## config.mk

```make
export PLATFORM = sky130hd
export DESIGN_NAME = lvl_irq_agg
export DESIGN_NICKNAME = d
export VERILOG_FILES = /design/src/rtl/lvl_irq_pkg.sv /design/src/rtl/lvl_irq_ctl.sv /design/src/rtl/lvl_irq_out.sv /design/src/rtl/lvl_irq_rd.sv /design/src/rtl/lvl_irq_agg.sv
export SDC_FILE = /design/constraint.sdc
export NUM_CORES = 1
export LEC_CHECK = 0
export BUFFER_PORTS_ARGS = -buffer_cell sky130_fd_sc_hd__buf_2
export CAP_MARGIN = 20
export CORE_ASPECT_RATIO = 0.9
export CORE_UTILIZATION = 25
export DETAILED_ROUTE_END_ITERATION = 8
export PLACE_DENSITY = 0.54
export SYNTH_ARGS = -nofsm -noshare
export SYNTH_HDL_FRONTEND = slang
export SYNTH_SLANG_ARGS = --single-unit
```

## constraint.sdc

```tcl
create_clock -name clk -period 4.59 [get_ports clk]
set_clock_uncertainty 0.2 [all_clocks]
set_input_delay 0.918 -clock clk [delete_from_list [all_inputs] [get_ports clk]]
set_output_delay 0.918 -clock clk [all_outputs]
set_load 0.01 [all_outputs]
```

## src/rtl/lvl_irq_pkg.sv

```systemverilog
package lvl_irq_pkg;

    localparam int PERIPH_N = 64;
    localparam int CORE_N   = 8;
    localparam int DATA_W   = 32;
    localparam int SEL_W    = 7;
    localparam int DUP_N    = 11;
    localparam int HALF_N   = PERIPH_N / 2;

    typedef enum logic [3:0] {
        RS_SUMMARY, RS_PEND_LO, RS_PEND_HI, RS_FAST_CTL,
        RS_SET_LO, RS_SET_HI, RS_SET_CORE,
        RS_CLR_LO, RS_CLR_HI, RS_CLR_CORE,
        RS_NONE
    } reg_sel_e;

    typedef struct packed {
        logic [PERIPH_N-1:0] pmask;
        logic [CORE_N-1:0]   cmask;
        logic                fast_en;
        logic [SEL_W-1:0]    fast_sel;
    } ctl_t;

    function automatic reg_sel_e decode_offset(input logic [8:0] off);
        reg_sel_e s;
        case (off)
            9'h000:  s = RS_SUMMARY;
            9'h004:  s = RS_PEND_LO;
            9'h008:  s = RS_PEND_HI;
            9'h00C:  s = RS_FAST_CTL;
            9'h010:  s = RS_SET_LO;
            9'h014:  s = RS_SET_HI;
            9'h018:  s = RS_SET_CORE;
            9'h01C:  s = RS_CLR_LO;
            9'h020:  s = RS_CLR_HI;
            9'h024:  s = RS_CLR_CORE;
            default: s = RS_NONE;
        endcase
        return s;
    endfunction

    // Peripheral line copied into summary bit 10+k.
    function automatic int unsigned mirror_line(input int unsigned k);
        case (k)
            0:  return 7;
            1:  return 9;
            2:  return 10;
            3:  return 18;
            4:  return 19;
            5:  return 53;
            6:  return 54;
            7:  return 55;
            8:  return 56;
            9:  return 57;
            10: return 62;
            default: return 0;
        endcase
    endfunction

    // Raw level of the line chosen by the fast-interrupt index.
    function automatic logic fast_pick(input logic [PERIPH_N-1:0] p,
                                       input logic [CORE_N-1:0] c,
                                       input logic [SEL_W-1:0] sel);
        if (!sel[6])
            return p[sel[5:0]];
        else if (sel[5:3] == 3'b000)
            return c[sel[2:0]];
        else
            return 1'b0;
    endfunction

endpackage

```

## src/rtl/lvl_irq_ctl.sv

```systemverilog
module lvl_irq_ctl
    import lvl_irq_pkg::*;
(
    input  logic              clk,
    input  logic              rst,
    input  logic              wr_en,
    input  reg_sel_e          sel,
    input  logic [DATA_W-1:0] wdata,
    output ctl_t              ctl_q,
    output ctl_t              ctl_d
);

    always_comb begin
        ctl_d = ctl_q;
        if (wr_en) begin
            case (sel)
                RS_FAST_CTL: begin
                    ctl_d.fast_sel = wdata[SEL_W-1:0];
                    ctl_d.fast_en  = wdata[SEL_W];
                end
                RS_SET_LO:   ctl_d.pmask[HALF_N-1:0]        = ctl_q.pmask[HALF_N-1:0] | wdata;
                RS_SET_HI:   ctl_d.pmask[PERIPH_N-1:HALF_N] = ctl_q.pmask[PERIPH_N-1:HALF_N] | wdata;
                RS_SET_CORE: ctl_d.cmask                    = ctl_q.cmask | wdata[CORE_N-1:0];
                RS_CLR_LO:   ctl_d.pmask[HALF_N-1:0]        = ctl_q.pmask[HALF_N-1:0] & ~wdata;
                RS_CLR_HI:   ctl_d.pmask[PERIPH_N-1:HALF_N] = ctl_q.pmask[PERIPH_N-1:HALF_N] & ~wdata;
                RS_CLR_CORE: ctl_d.cmask                    = ctl_q.cmask & ~wdata[CORE_N-1:0];
                default: ;
            endcase
        end
    end

    always_ff @(posedge clk) begin
        if (rst) ctl_q <= '0;
        else     ctl_q <= ctl_d;
    end

    p_set_keeps_r2: assert property (@(posedge clk) disable iff (rst)
        (wr_en && sel == RS_SET_LO) |=>
        ((ctl_q.pmask[HALF_N-1:0] & $past(wdata)) == $past(wdata)));

    p_clr_removes_r3: assert property (@(posedge clk) disable iff (rst)
        (wr_en && sel == RS_CLR_HI) |=>
        ((ctl_q.pmask[PERIPH_N-1:HALF_N] & $past(wdata)) == '0));

    p_ro_write_ignored_r11: assert property (@(posedge clk) disable iff (rst)
        (wr_en && (sel == RS_NONE || sel == RS_PEND_LO || sel == RS_SUMMARY)) |=>
        $stable(ctl_q));

endmodule

```

## src/rtl/lvl_irq_out.sv

```systemverilog
module lvl_irq_out
    import lvl_irq_pkg::*;
(
    input  logic                clk,
    input  logic                rst,
    input  logic [PERIPH_N-1:0] periph,
    input  logic [CORE_N-1:0]   core,
    input  ctl_t                ctl_d,
    output logic                irq_q,
    output logic                fast_q
);

    logic irq_n;
    logic fast_n;

    always_comb begin
        irq_n  = (|(periph & ctl_d.pmask)) || (|(core & ctl_d.cmask));
        fast_n = ctl_d.fast_en && fast_pick(periph, core, ctl_d.fast_sel);
    end

    always_ff @(posedge clk) begin
        if (rst) begin
            irq_q  <= 1'b0;
            fast_q <= 1'b0;
        end else begin
            irq_q  <= irq_n;
            fast_q <= fast_n;
        end
    end

    p_irq_unmasked_low_r9: assert property (@(posedge clk) disable iff (rst)
        (ctl_d.pmask == '0 && ctl_d.cmask == '0) |=> !irq_q);

    p_fast_off_r8: assert property (@(posedge clk) disable iff (rst)
        !ctl_d.fast_en |=> !fast_q);

    p_fast_dead_index_r8: assert property (@(posedge clk) disable iff (rst)
        (ctl_d.fast_sel >= 7'd72) |=> !fast_q);

endmodule

```

## src/rtl/lvl_irq_rd.sv

```systemverilog
module lvl_irq_rd
    import lvl_irq_pkg::*;
(
    input  logic                clk,
    input  logic                rst,
    input  logic                rd_en,
    input  reg_sel_e            sel,
    input  logic [PERIPH_N-1:0] periph,
    input  logic [CORE_N-1:0]   core,
    input  ctl_t                ctl_q,
    output logic [DATA_W-1:0]   rd_q
);

    logic [PERIPH_N-1:0] pend;
    logic [CORE_N-1:0]   cpend;
    logic [DUP_N-1:0]    mirror;
    logic [DATA_W-1:0]   summary;
    logic [DATA_W-1:0]   rd_n;

    assign pend  = periph & ctl_q.pmask;
    assign cpend = core & ctl_q.cmask;

    for (genvar k = 0; k < DUP_N; k++) begin : g_mirror
        localparam int unsigned LINE = mirror_line(k);
        assign mirror[k] = pend[LINE];
    end

    assign summary = {{(DATA_W-DUP_N-2-CORE_N){1'b0}}, mirror,
                      |pend[PERIPH_N-1:HALF_N], |pend[HALF_N-1:0], cpend};

    always_comb begin
        case (sel)
            RS_SUMMARY:  rd_n = summary;
            RS_PEND_LO:  rd_n = pend[HALF_N-1:0];
            RS_PEND_HI:  rd_n = pend[PERIPH_N-1:HALF_N];
            RS_FAST_CTL: rd_n = {{(DATA_W-SEL_W-1){1'b0}}, ctl_q.fast_en, ctl_q.fast_sel};
            RS_SET_LO:   rd_n = ctl_q.pmask[HALF_N-1:0];
            RS_SET_HI:   rd_n = ctl_q.pmask[PERIPH_N-1:HALF_N];
            RS_SET_CORE: rd_n = {{(DATA_W-CORE_N){1'b0}}, ctl_q.cmask};
            RS_CLR_LO:   rd_n = ~ctl_q.pmask[HALF_N-1:0];
            RS_CLR_HI:   rd_n = ~ctl_q.pmask[PERIPH_N-1:HALF_N];
            RS_CLR_CORE: rd_n = ~{{(DATA_W-CORE_N){1'b0}}, ctl_q.cmask};
            default:     rd_n = '0;
        endcase
    end

    always_ff @(posedge clk) begin
        if (rst)        rd_q <= '0;
        else if (rd_en) rd_q <= rd_n;
    end

    p_unmapped_zero_r11: assert property (@(posedge clk) disable iff (rst)
        (rd_en && sel == RS_NONE) |=> (rd_q == '0));

    p_rd_holds_r10: assert property (@(posedge clk) disable iff (rst)
        !rd_en |=> $stable(rd_q));

endmodule

```

## src/rtl/lvl_irq_agg.sv

```systemverilog
module lvl_irq_agg
    import lvl_irq_pkg::*;
#(
    parameter int ADDR_W = 9
) (
    input  logic                clk,
    input  logic                rst,
    input  logic [PERIPH_N-1:0] periph_lvl,
    input  logic [CORE_N-1:0]   core_lvl,
    input  logic                req_valid,
    input  logic                req_write,
    input  logic [ADDR_W-1:0]   req_addr,
    input  logic [DATA_W-1:0]   req_wdata,
    output logic [DATA_W-1:0]   rd_data,
    output logic                irq,
    output logic                fiq
);

    localparam int OFF_W = 9;

    logic [OFF_W-1:0] off;
    reg_sel_e         sel;
    logic             wr_en;
    logic             rd_en;
    ctl_t             ctl_q;
    ctl_t             ctl_d;

    if (ADDR_W > OFF_W) begin : g_wide
        logic hi_zero;
        assign hi_zero = (req_addr[ADDR_W-1:OFF_W] == '0);
        assign off     = req_addr[OFF_W-1:0];
        assign sel     = hi_zero ? decode_offset(off) : RS_NONE;
    end else begin : g_narrow
        assign off = OFF_W'(req_addr);
        assign sel = decode_offset(off);
    end

    assign wr_en = req_valid && req_write;
    assign rd_en = req_valid && !req_write;

    lvl_irq_ctl u_ctl (
        .clk   (clk),
        .rst   (rst),
        .wr_en (wr_en),
        .sel   (sel),
        .wdata (req_wdata),
        .ctl_q (ctl_q),
        .ctl_d (ctl_d)
    );

    lvl_irq_out u_out (
        .clk    (clk),
        .rst    (rst),
        .periph (periph_lvl),
        .core   (core_lvl),
        .ctl_d  (ctl_d),
        .irq_q  (irq),
        .fast_q (fiq)
    );

    lvl_irq_rd u_rd (
        .clk    (clk),
        .rst    (rst),
        .rd_en  (rd_en),
        .sel    (sel),
        .periph (periph_lvl),
        .core   (core_lvl),
        .ctl_q  (ctl_q),
        .rd_q   (rd_data)
    );

endmodule

```

Yosys cells after proc, flatten, opt, wreduce, memory -nomap -nowiden:

Index checks and enable logic that the tools add are counted.

* order comparisons: 2
* equal/unequal tests: 18
* multiplexer cells: 13
* bitwise operators: 15
* reductions and logical operators: 12

Operators with widths (count)
* $pmux W32 S10: 1
* $and A64 B64 Y64: 2
* $pmux W32 S2: 2
* $not A32 Y32: 3
* $mux W80: 1
* $and A32 B32 Y32: 2
* $or A32 B32 Y32: 2
* $reduce_or A32 Y1: 2
* $reduce_or A64 Y1: 1
* $pmux W4 S10: 1
* $eq A9 B5 Y1 const B: 4
* $not A8 Y32: 1
* $and A8 B8 Y8: 3
* $eq A9 B4 Y1 const B: 2
* $eq A9 B6 Y1 const B: 2
* $eq A4 B3 Y1 const B: 4
* $pmux W8 S2: 1
* $eq A9 B3 Y1 const B: 1
* $logic_not A9 Y1: 1
* $eq A4 B2 Y1 const B: 2
* $eq A4 B4 Y1 const B: 2
* $mux W8: 1
* $not A8 Y8: 1
* $or A8 B8 Y8: 1
* other kinds (12): 17

* register bits: 114
* input bits: 117
* output and inout port bits: 34
* logic and storage cells: 67

Depth between registers and ports, before layout:

Gate-level depths: netlist of run 1.

* word-level depth: 10
* depth in mapped cells: 13
* mapped depth without buffers: 9

Modules after synthesis:

Synthesis of run 1 repeated with hierarchy kept, for this count alone.

* cells, all modules: 1107
* area, all modules: 8366.8 um^2

Modules (own cells, without submodules)
* lvl_irq_ctl: instances 1, cells each 476, area each 3772.4 um^2, seq. area each 1601.5 um^2
* lvl_irq_rd: instances 1, cells each 510, area each 3425.8 um^2, seq. area each 640.6 um^2
* lvl_irq_out: instances 1, cells each 113, area each 1102.3 um^2, seq. area each 40.0 um^2
* lvl_irq_agg: instances 1, cells each 8, area each 66.3 um^2, seq. area each 0.0 um^2

Worst setup path after synthesis of run 1:

Ideal clock, no wire load.

* path kind: in2reg
* start: input req_addr[8]
* end: register u_out.irq_q
* library setup time: 133 ps
* data arrival time: 3365 ps
* data required time: 4257 ps
* slack: 892 ps
* stages: 11
* buffers on the path: 2
* cells stage by stage: or3_1 clkbuf_2 or4b_1 buf_2 nor2_8 a21oi_1 nor4_2 nand3_1 or4_1 nor4_2 a31oi_1

* longest elaborated chain between the ends: 8
* elaborated cells between the ends (all ways): 26
* classes of those cells: eq/ne (15); mux (5); bitwise (2); reduce/logical (4)

Ends and longest elaborated chain
* start: declaration: line lvl_irq_agg.sv:12 `input logic [ADDR_W-1:0] req_addr,`
* $eq A9 B6 Y1, or another cell as far along: line lvl_irq_pkg.sv:26 `case (off)`
* $pmux W4 S10 (*): line lvl_irq_pkg.sv:26
* $eq A4 B3 Y1 or $eq A4 B4 Y1 (tied branches): line lvl_irq_ctl.sv:16 `case (sel)`
* $pmux W32 S2 or $pmux W8 S2 (tied branches): line lvl_irq_ctl.sv:16
* $mux W80 (*): line lvl_irq_ctl.sv:15 `if (wr_en) begin`
* $and A64 B64 Y64 or $and A8 B8 Y8 (tied branches): line lvl_irq_out.sv:17 `irq_n = (|(periph & ctl_d.pmask)) || (|(core & ctl_d.cmask));`
* $reduce_or A64 Y1 or $reduce_or A8 Y1 (tied branches): line lvl_irq_out.sv:17
* $logic_or A1 B1 Y1 (*): line lvl_irq_out.sv:17
* end signal: assignment: line lvl_irq_out.sv:26 `irq_q <= irq_n;`
* end: declaration: line lvl_irq_out.sv:9 `output logic irq_q,`

Mark *: on every way between the ends. The rest lies on a longest branch, timed or not.
A chain may end at the register's enable or synchronous reset.

Worst setup path after layout of run 1:

* start: input req_addr[8]
* end: register u_out.fast_q

* longest elaborated chain between the ends: 10
* elaborated cells between the ends (all ways): 22
* classes of those cells: eq/ne (10); mux (9); reduce/logical (3)

Ends and longest elaborated chain
* $eq A9 B6 Y1, or another cell as far along: line lvl_irq_pkg.sv:26
* $pmux W4 S10 (*): line lvl_irq_pkg.sv:26
* $eq A4 B2 Y1 (*): line lvl_irq_ctl.sv:16
* $mux W8 (*): line lvl_irq_ctl.sv:16
* $mux W80 (*): line lvl_irq_ctl.sv:15
* parallel branches: the longest is 4 deep, another holds $bmux W1 S6
* $logic_and A1 B1 Y1 (*): line lvl_irq_out.sv:18 `fast_n = ctl_d.fast_en && fast_pick(periph, core, ctl_d.fast_sel);`
* end signal: assignment: line lvl_irq_out.sv:27 `fast_q <= fast_n;`
* end: declaration: line lvl_irq_out.sv:10 `output logic fast_q`

Every way passes the cells marked *. The select of a mux whose other input is x is not followed.

==> results of run 1 <==
synthesized netlist by cell type (all sizes together), types with 2 or more instances:
| cell | number |
|---|---|
| and2 | 4 |
| o211ai | 6 |
| clkbuf | 57 |
| or4b | 2 |
| a22o | 11 |
| nand3b | 4 |
| mux2i | 22 |
| mux2 | 11 |
| a31oi | 16 |
| a21oi | 156 |
| a22oi | 18 |
| o21ai | 131 |
| nor2b | 43 |
| a211oi | 6 |
| nand3 | 47 |
| or4 | 3 |
| nor2 | 117 |
| inv | 7 |
| a2111oi | 7 |
| nor3 | 28 |
| o22ai | 20 |
| nand4 | 12 |
| a221oi | 17 |
| o2111ai | 4 |
| dfxtp | 114 |
| or3 | 7 |
| a32oi | 6 |
| buf | 18 |
| nand2 | 126 |
| a222oi | 4 |
| o21a | 5 |
| and3 | 4 |
| nand2b | 2 |
| nor4 | 11 |
| a311oi | 10 |
layout make-up:
class                      instances  area, sq um
sequential                       114         2280
inverter                           7         26.3
tap                              396          495
timing repair buffer             185         1050
clock buffer                      20          467
fill                            3212        19800
multi-input combinational        872         4880
clock inverter                    10          134
layer usage:
metal | vias up | global-route usage | part of all wire
met3 | 73 | 0.0761 | 0.093
met5 | - | 0 | 0
met4 | 0 | 0.0971 | 0.033
met1 | 4410 | 0.378 | 0.45
li1 | 4232 | - | -
met2 | 546 | 0.401 | 0.43
how the worst max path moves through the flow:
stage	endpoint	slack (ns)
6_report	u_out.fast_q$_SDFF_PP0_	0.69
5_1_grt	u_out.fast_q$_SDFF_PP0_	0.49
4_1_cts	u_out.fast_q$_SDFF_PP0_	0.77
3_5_place_dp	u_out.fast_q$_SDFF_PP0_	0.33
3_3_place_gp	u_out.irq_q$_SDFF_PP0_	0.39
2_1_floorplan	u_out.irq_q$_SDFF_PP0_	0.89
cells by family after synthesis:
family | Yosys count | synth area share
buffers and inverters | 82 | 0.0454
DFF | 114 | 0.305
and+or+nand+nor | 412 | 0.260
muxes | 33 | 0.0482
AOI/OAI and AO/OA | 427 | 0.341
registers in the layout (all words and copies together), names as in the netlist:
signal and cells:
u_out.fast_q 1, u_out.irq_q 1, u_rd.rd_q 32, u_ctl.ctl_q 80
metrics by stage:
stage,hold slack [ns],std cells
finish,0.283,1604
global route,0.314,1604
CTS,0.290,1604
detailed placement,0.274,1574
global placement,0.267,1574
floorplan,0.269,1068
power groups by stage:
| stage | combinational, mW | sequential, mW | clock (mW) |
|---|---|---|---|
| 2_1_floorplan | 0.0999 | 1.04 | 0 |
| 3_3_place_gp | 0.303 | 1.03 | 0 |
| 3_5_place_dp | 0.303 | 1.03 | 0 |
| 4_1_cts | 0.303 | 1.01 | 1.41 |
| 5_1_grt | 0.325 | 1.01 | 1.46 |
| 6_report | 0.311 | 1.01 | 1.40 |
critical path: stages:
cell and delay (ns):
buf_2 0.09, or3_1 0.51, or4_4 0.62, buf_4 0.22, mux2i_1 0.49, nand2_1 0.29
o22ai_1 0.25, a221oi_1 0.09, o31a_1 0.26, a31oi_1 0.17, o22ai_1 0.10
==> results.py, run 1 <==
metrics = {
    "clock_tree": {
        "cts_max_level": 4,
        "cts_post_setup_buffers_inserted": 0,
        "clk_path_buf_depth": 2,
        "cts-root-buf": "clkbuf_16",
        "clock_latency_ns": 0.44,
        "cts_sinks": 114,
        "clkTransAtPathRegs_ns": 0.06,
        "cts_inserted_buffers": 17,
        "cts_tree": "done",
        "cts_resized": 0,
        "ctsHoldBuffers": 0,
    },
    "synthesis": {
        "synth_enable_flop_cells": 0,
        "ys_seq_area_frac": 0.305,
        "syn_area_per_cell_sq_um": 7.00,
        "synth_area_leaders": "dfxtp_1 31%, a21oi_1 10%, o21ai_0 8.7%",
        "yosysWarningCount": 0,
        "synthFlopType": "dfxtp_1",
        "yosys.area.top_type": "dfxtp_1",
        "ys_types": 61,
        "syn-num-nets": 1185,
        "synth-async-reset-ratio": 0,
        "syn-cell-area_sq_um": 7470,
        "synthCells": 1068,
        "ys_ff_latch": 114,
        "yosys.area.top_type_share": 0.305,
    },
    "floorplan": {
        "fp.dieW_um": 184,
        "fp.dieH_um": 166,
        "coreArea_sq_um": 29200,
        "start_util": 0.256,
        "die-area_sq_um": 30600,
        "io_pins": 151,
        "rows": 59,
    },
    "global_routing": {
        "grt_pass1_wl_um": 60100,
        "antenna_found_initial": 0,
        "grt_usage": 0.273,
        "grt_pass1_vias": 8616,
        "grt_max_degree": 56,
        "gr-total-overflow": 0,
    },
    "min_path": {
        "hold_depth": 2,
        "min_from": "u_rd.rd_q[0]$_SDFFE_PP0P_",
        "hp-class": "register to register",
        "min_to": "u_rd.rd_q[0]$_SDFFE_PP0P_",
    },
    "power_and_ir_drop": {
        "p_clk_frac": 0.514,
        "combPwrFrac": 0.114,
        "p_int_mw": 1.98,
        "vdd_drop_max_mv": 0.268,
        "finalPower_mw": 2.72,
        "leakagePower_nw": 3.56,
        "pwr-share-seq": 0.371,
        "netSwitchingFraction": 0.271,
        "p_switching_mw": 0.737,
        "p_per_area_nw_per_um2": 291,
    },
    "placed_design": {
        "post-place-ws_ns": 0.329,
        "placed_area_sq_um": 8740,
        "place_congestion": 1.08,
        "hpwl_um": 32600,
        "io_buffers": 150,
    },
    "drt": {
        "route.detailed.drc": 0,
        "routed_wl_um": 42100,
        "vias": 9261,
        "first_pass_iters": 6,
        "drtIter0Drc": 1229,
        "via_per_inst": 5.77,
        "wl_per_cell_um": 26.2,
        "ant_nets": 0,
    },
    "sta": {
        "rsz0062_at_grt": "no",
        "fin_crit_sh": 0.849,
        "fmax_mhz": 257,
        "setup_tns_ns": 0,
        "maxSlewHeadroom": 0.457,
        "finalHoldViolCount": 0,
        "fin_crit_ns": 3.90,
        "timing.final.ws_setup_ns": 0.692,
        "report.final.setup_viol": 0,
        "slew_violations": 0,
        "tightest_slew_ns": 0.793,
    },
    "cells_and_area": {
        "nets": 1314,
        "final_area_sq_um": 9340,
        "most-common-layout-cells": "155 x a21oi_1, 149 x buf_2, 130 x o21ai_0, 126 x nand2_1, 115 x nor2_1",
        "drive_gt1_frac": 0.198,
        "n_antenna_cell": 0,
        "fin_util": 0.320,
        "syn_to_final_growth_pct": 24.9,
        "final_common_cell": "a21oi_1",
    },
    "worst_setup_path": {
        "worstPathArrival_ns": 4.02,
        "path_max_fanout": 11,
        "reg2regPathDepth": 9,
        "cp-end-kind": "register",
        "rrSetupSlack_ns": 1.94,
        "startpoint_type": "primary input",
        "setup.worst_path.class": "primary input to register",
        "reg2reg_from": "u_ctl.ctl_q[50]$_SDFF_PP0_",
        "crit_start": "req_addr[8]",
        "required_ns": 4.71,
        "r2r-end": "u_out.irq_q$_SDFF_PP0_",
    },
    "run": {
        "drv_cap": 0,
    },
    "status": {
        "status": "complete, no violations",
    },
}
No activity file was read; power rests on OpenSTA's default activity.
==> inputs of run 2 (changes only) <==
- clock period: 4.59 -> 4.04 ns (I/O delays scaled with it)
==> run 2 against run 1 <==
Against the previous run: register-to-register slack got worse by 0.73 ns; die area did not move; worst hold slack better by 0.0029 ns; clock power increased by 18%; non-clock buffer count grew 26; sequential share of layout area shrank 0.78 points; combinational power grew 20%; sequential cell count unchanged; critical endpoint unchanged.
==> results.py, run 2 (synthesis gave the netlist of run 1 again) <==
metrics = {
    "min_path": {
        "hold_depth": 2,
        "min_to": "u_rd.rd_q[0]$_SDFFE_PP0P_",
        "min_from": "u_rd.rd_q[0]$_SDFFE_PP0P_",
        "hp-class": "register to register",
    },
    "drt": {
        "route.detailed.drc": 0,
        "drtIter0Drc": 1393,
        "vias": 9423,
        "ant_nets": 0,
        "via_per_inst": 5.77,
        "wl_per_cell_um": 26.2,
        "first_pass_iters": 6,
        "routed_wl_um": 42700,
    },
    "power_and_ir_drop": {
        "finalPower_mw": 3.17,
        "leakagePower_nw": 3.71,
        "p_per_area_nw_per_um2": 329,
        "vdd_drop_max_mv": 0.286,
    },
    "placed_design": {
        "hpwl_um": 33100,
        "place_congestion": 1.03,
        "post-place-ws_ns": -0.0133,
        "io_buffers": 150,
    },
    "clock_tree": {
        "clock_latency_ns": 0.44,
        "cts_sinks": 114,
        "cts_post_setup_buffers_inserted": 0,
        "cts_max_level": 4,
        "ctsHoldBuffers": 0,
        "cts_inserted_buffers": 17,
        "cts_resized": 0,
        "clk_path_buf_depth": 2,
        "clkTransAtPathRegs_ns": 0.06,
        "cts-root-buf": "clkbuf_16",
        "cts_tree": "done",
    },
    "global_routing": {
        "grt_pass1_vias": 8809,
        "grt_pass1_wl_um": 61800,
        "grt_usage": 0.278,
        "grt_max_degree": 71,
        "gr-total-overflow": 0,
        "antenna_found_initial": 1,
    },
    "cells_and_area": {
        "nets": 1340,
        "fin_util": 0.331,
        "largest_reg_flops": 80,
        "syn_to_final_growth_pct": 29.1,
        "regMostFlops": "u_ctl.ctl_q",
        "n_antenna_cell": 0,
        "largest_registers": "u_ctl.ctl_q: 80 flops, u_rd.rd_q: 32 flops",
        "final_common_cell": "a21oi_1",
        "most-common-layout-cells": "155 x a21oi_1, 149 x buf_2, 130 x o21ai_0, 126 x nand2_1, 115 x nor2_1",
        "drive_gt1_frac": 0.216,
    },
    "floorplan": {
        "coreArea_sq_um": 29200,
        "fp.dieW_um": 184,
        "io_pins": 151,
        "rows": 59,
        "fp.dieH_um": 166,
        "die-area_sq_um": 30600,
        "start_util": 0.256,
    },
    "sta": {
        "hold_ws_ns": 0.286,
        "rsz0062_at_grt": "no",
        "setup_tns_ns": 0,
        "report.final.setup_viol": 0,
        "fmax_mhz": 274,
        "fin_crit_ns": 3.65,
        "slew_violations": 0,
        "tightest_slew_ns": 0.926,
        "maxSlewHeadroom": 0.377,
        "finalHoldViolCount": 0,
        "fin_crit_sh": 0.903,
        "timing.final.ws_setup_ns": 0.391,
    },
    "worst_setup_path": {
        "path_max_fanout": 14,
        "setup.worst_path.class": "primary input to register",
        "r2r-end": "u_out.irq_q$_SDFF_PP0_",
        "required_ns": 4.16,
        "reg2reg_from": "u_ctl.ctl_q[73]$_SDFF_PP0_",
        "reg2regPathDepth": 9,
        "cp-end-kind": "register",
        "startpoint_type": "primary input",
        "rrSetupSlack_ns": 1.21,
        "worstPathArrival_ns": 3.77,
    },
    "run": {
        "drv_cap": 0,
    },
    "status": {
        "status": "complete, no violations",
    },
}
run 2: cell types whose count changed in the layout (fill, tap and decap cells not counted):
cell and change:
bufinv_16 +1, clkinv_4 +1, clkinvlp_4 +2, buf_4 +19, clkbuf_8 -2, buf_12 +7
run 2: stage by stage:
| step | instances | area (sq um) |
|---|---|---|
| after global routing | 1632 | 9650 |
| after global placement | 1600 | 9020 |
| final | 1632 | 9650 |
| after floorplan | 1068 | 7470 |
| after CTS | 1632 | 9650 |
| after detailed placement | 1600 | 9020 |
run 2: area by class of cell:
class | instances | area (sq um)
tap | 396 | 495
fill | 3159 | 19500
clock buffer | 18 | 439
inverter | 7 | 26.3
timing repair buffer | 211 | 1340
multi-input combinational | 872 | 4880
sequential | 114 | 2280
clock inverter | 14 | 188
run 2: worst max path at each step:
stage	from	to	slack, ns	depth (start not counted)
CTS	req_addr[8]	u_out.fast_q$_SDFF_PP0_	0.43	12
global placement	req_addr[8]	u_out.fast_q$_SDFF_PP0_	0.06	12
global route	req_addr[8]	u_out.irq_q$_SDFF_PP0_	0.19	11
finish	req_addr[8]	u_out.fast_q$_SDFF_PP0_	0.39	12
floorplan	req_addr[8]	u_out.irq_q$_SDFF_PP0_	0.45	11
detailed placement	req_addr[8]	u_out.fast_q$_SDFF_PP0_	-0.01	12
run 2: worst max-delay path, stage by stage:
cell      delay [ns]
buf_2           0.09
or3_1           0.48
buf_12          0.20
or4_4           0.60
mux2i_4         0.39
buf_4           0.29
mux2i_1         0.21
a221oi_1        0.10
a31oi_1         0.20
o22ai_1         0.11
mux2i_1         0.17
o22ai_1         0.11
run 2: routing by layer:
metal,global-route usage,vias to the layer above,share of wire
met5,0,-,0
met3,0.0535,75,0.090
met2,0.414,553,0.43
met4,0.104,0,0.038
li1,-,4284,-
met1,0.394,4511,0.45
run 2: power by group:
part	switching, mW	total (mW)	internal (mW)
combinational	0.255	0.372	0.117
sequential	0.00804	1.15	1.14
clock	0.607	1.65	1.04
total	0.870	3.17	2.30
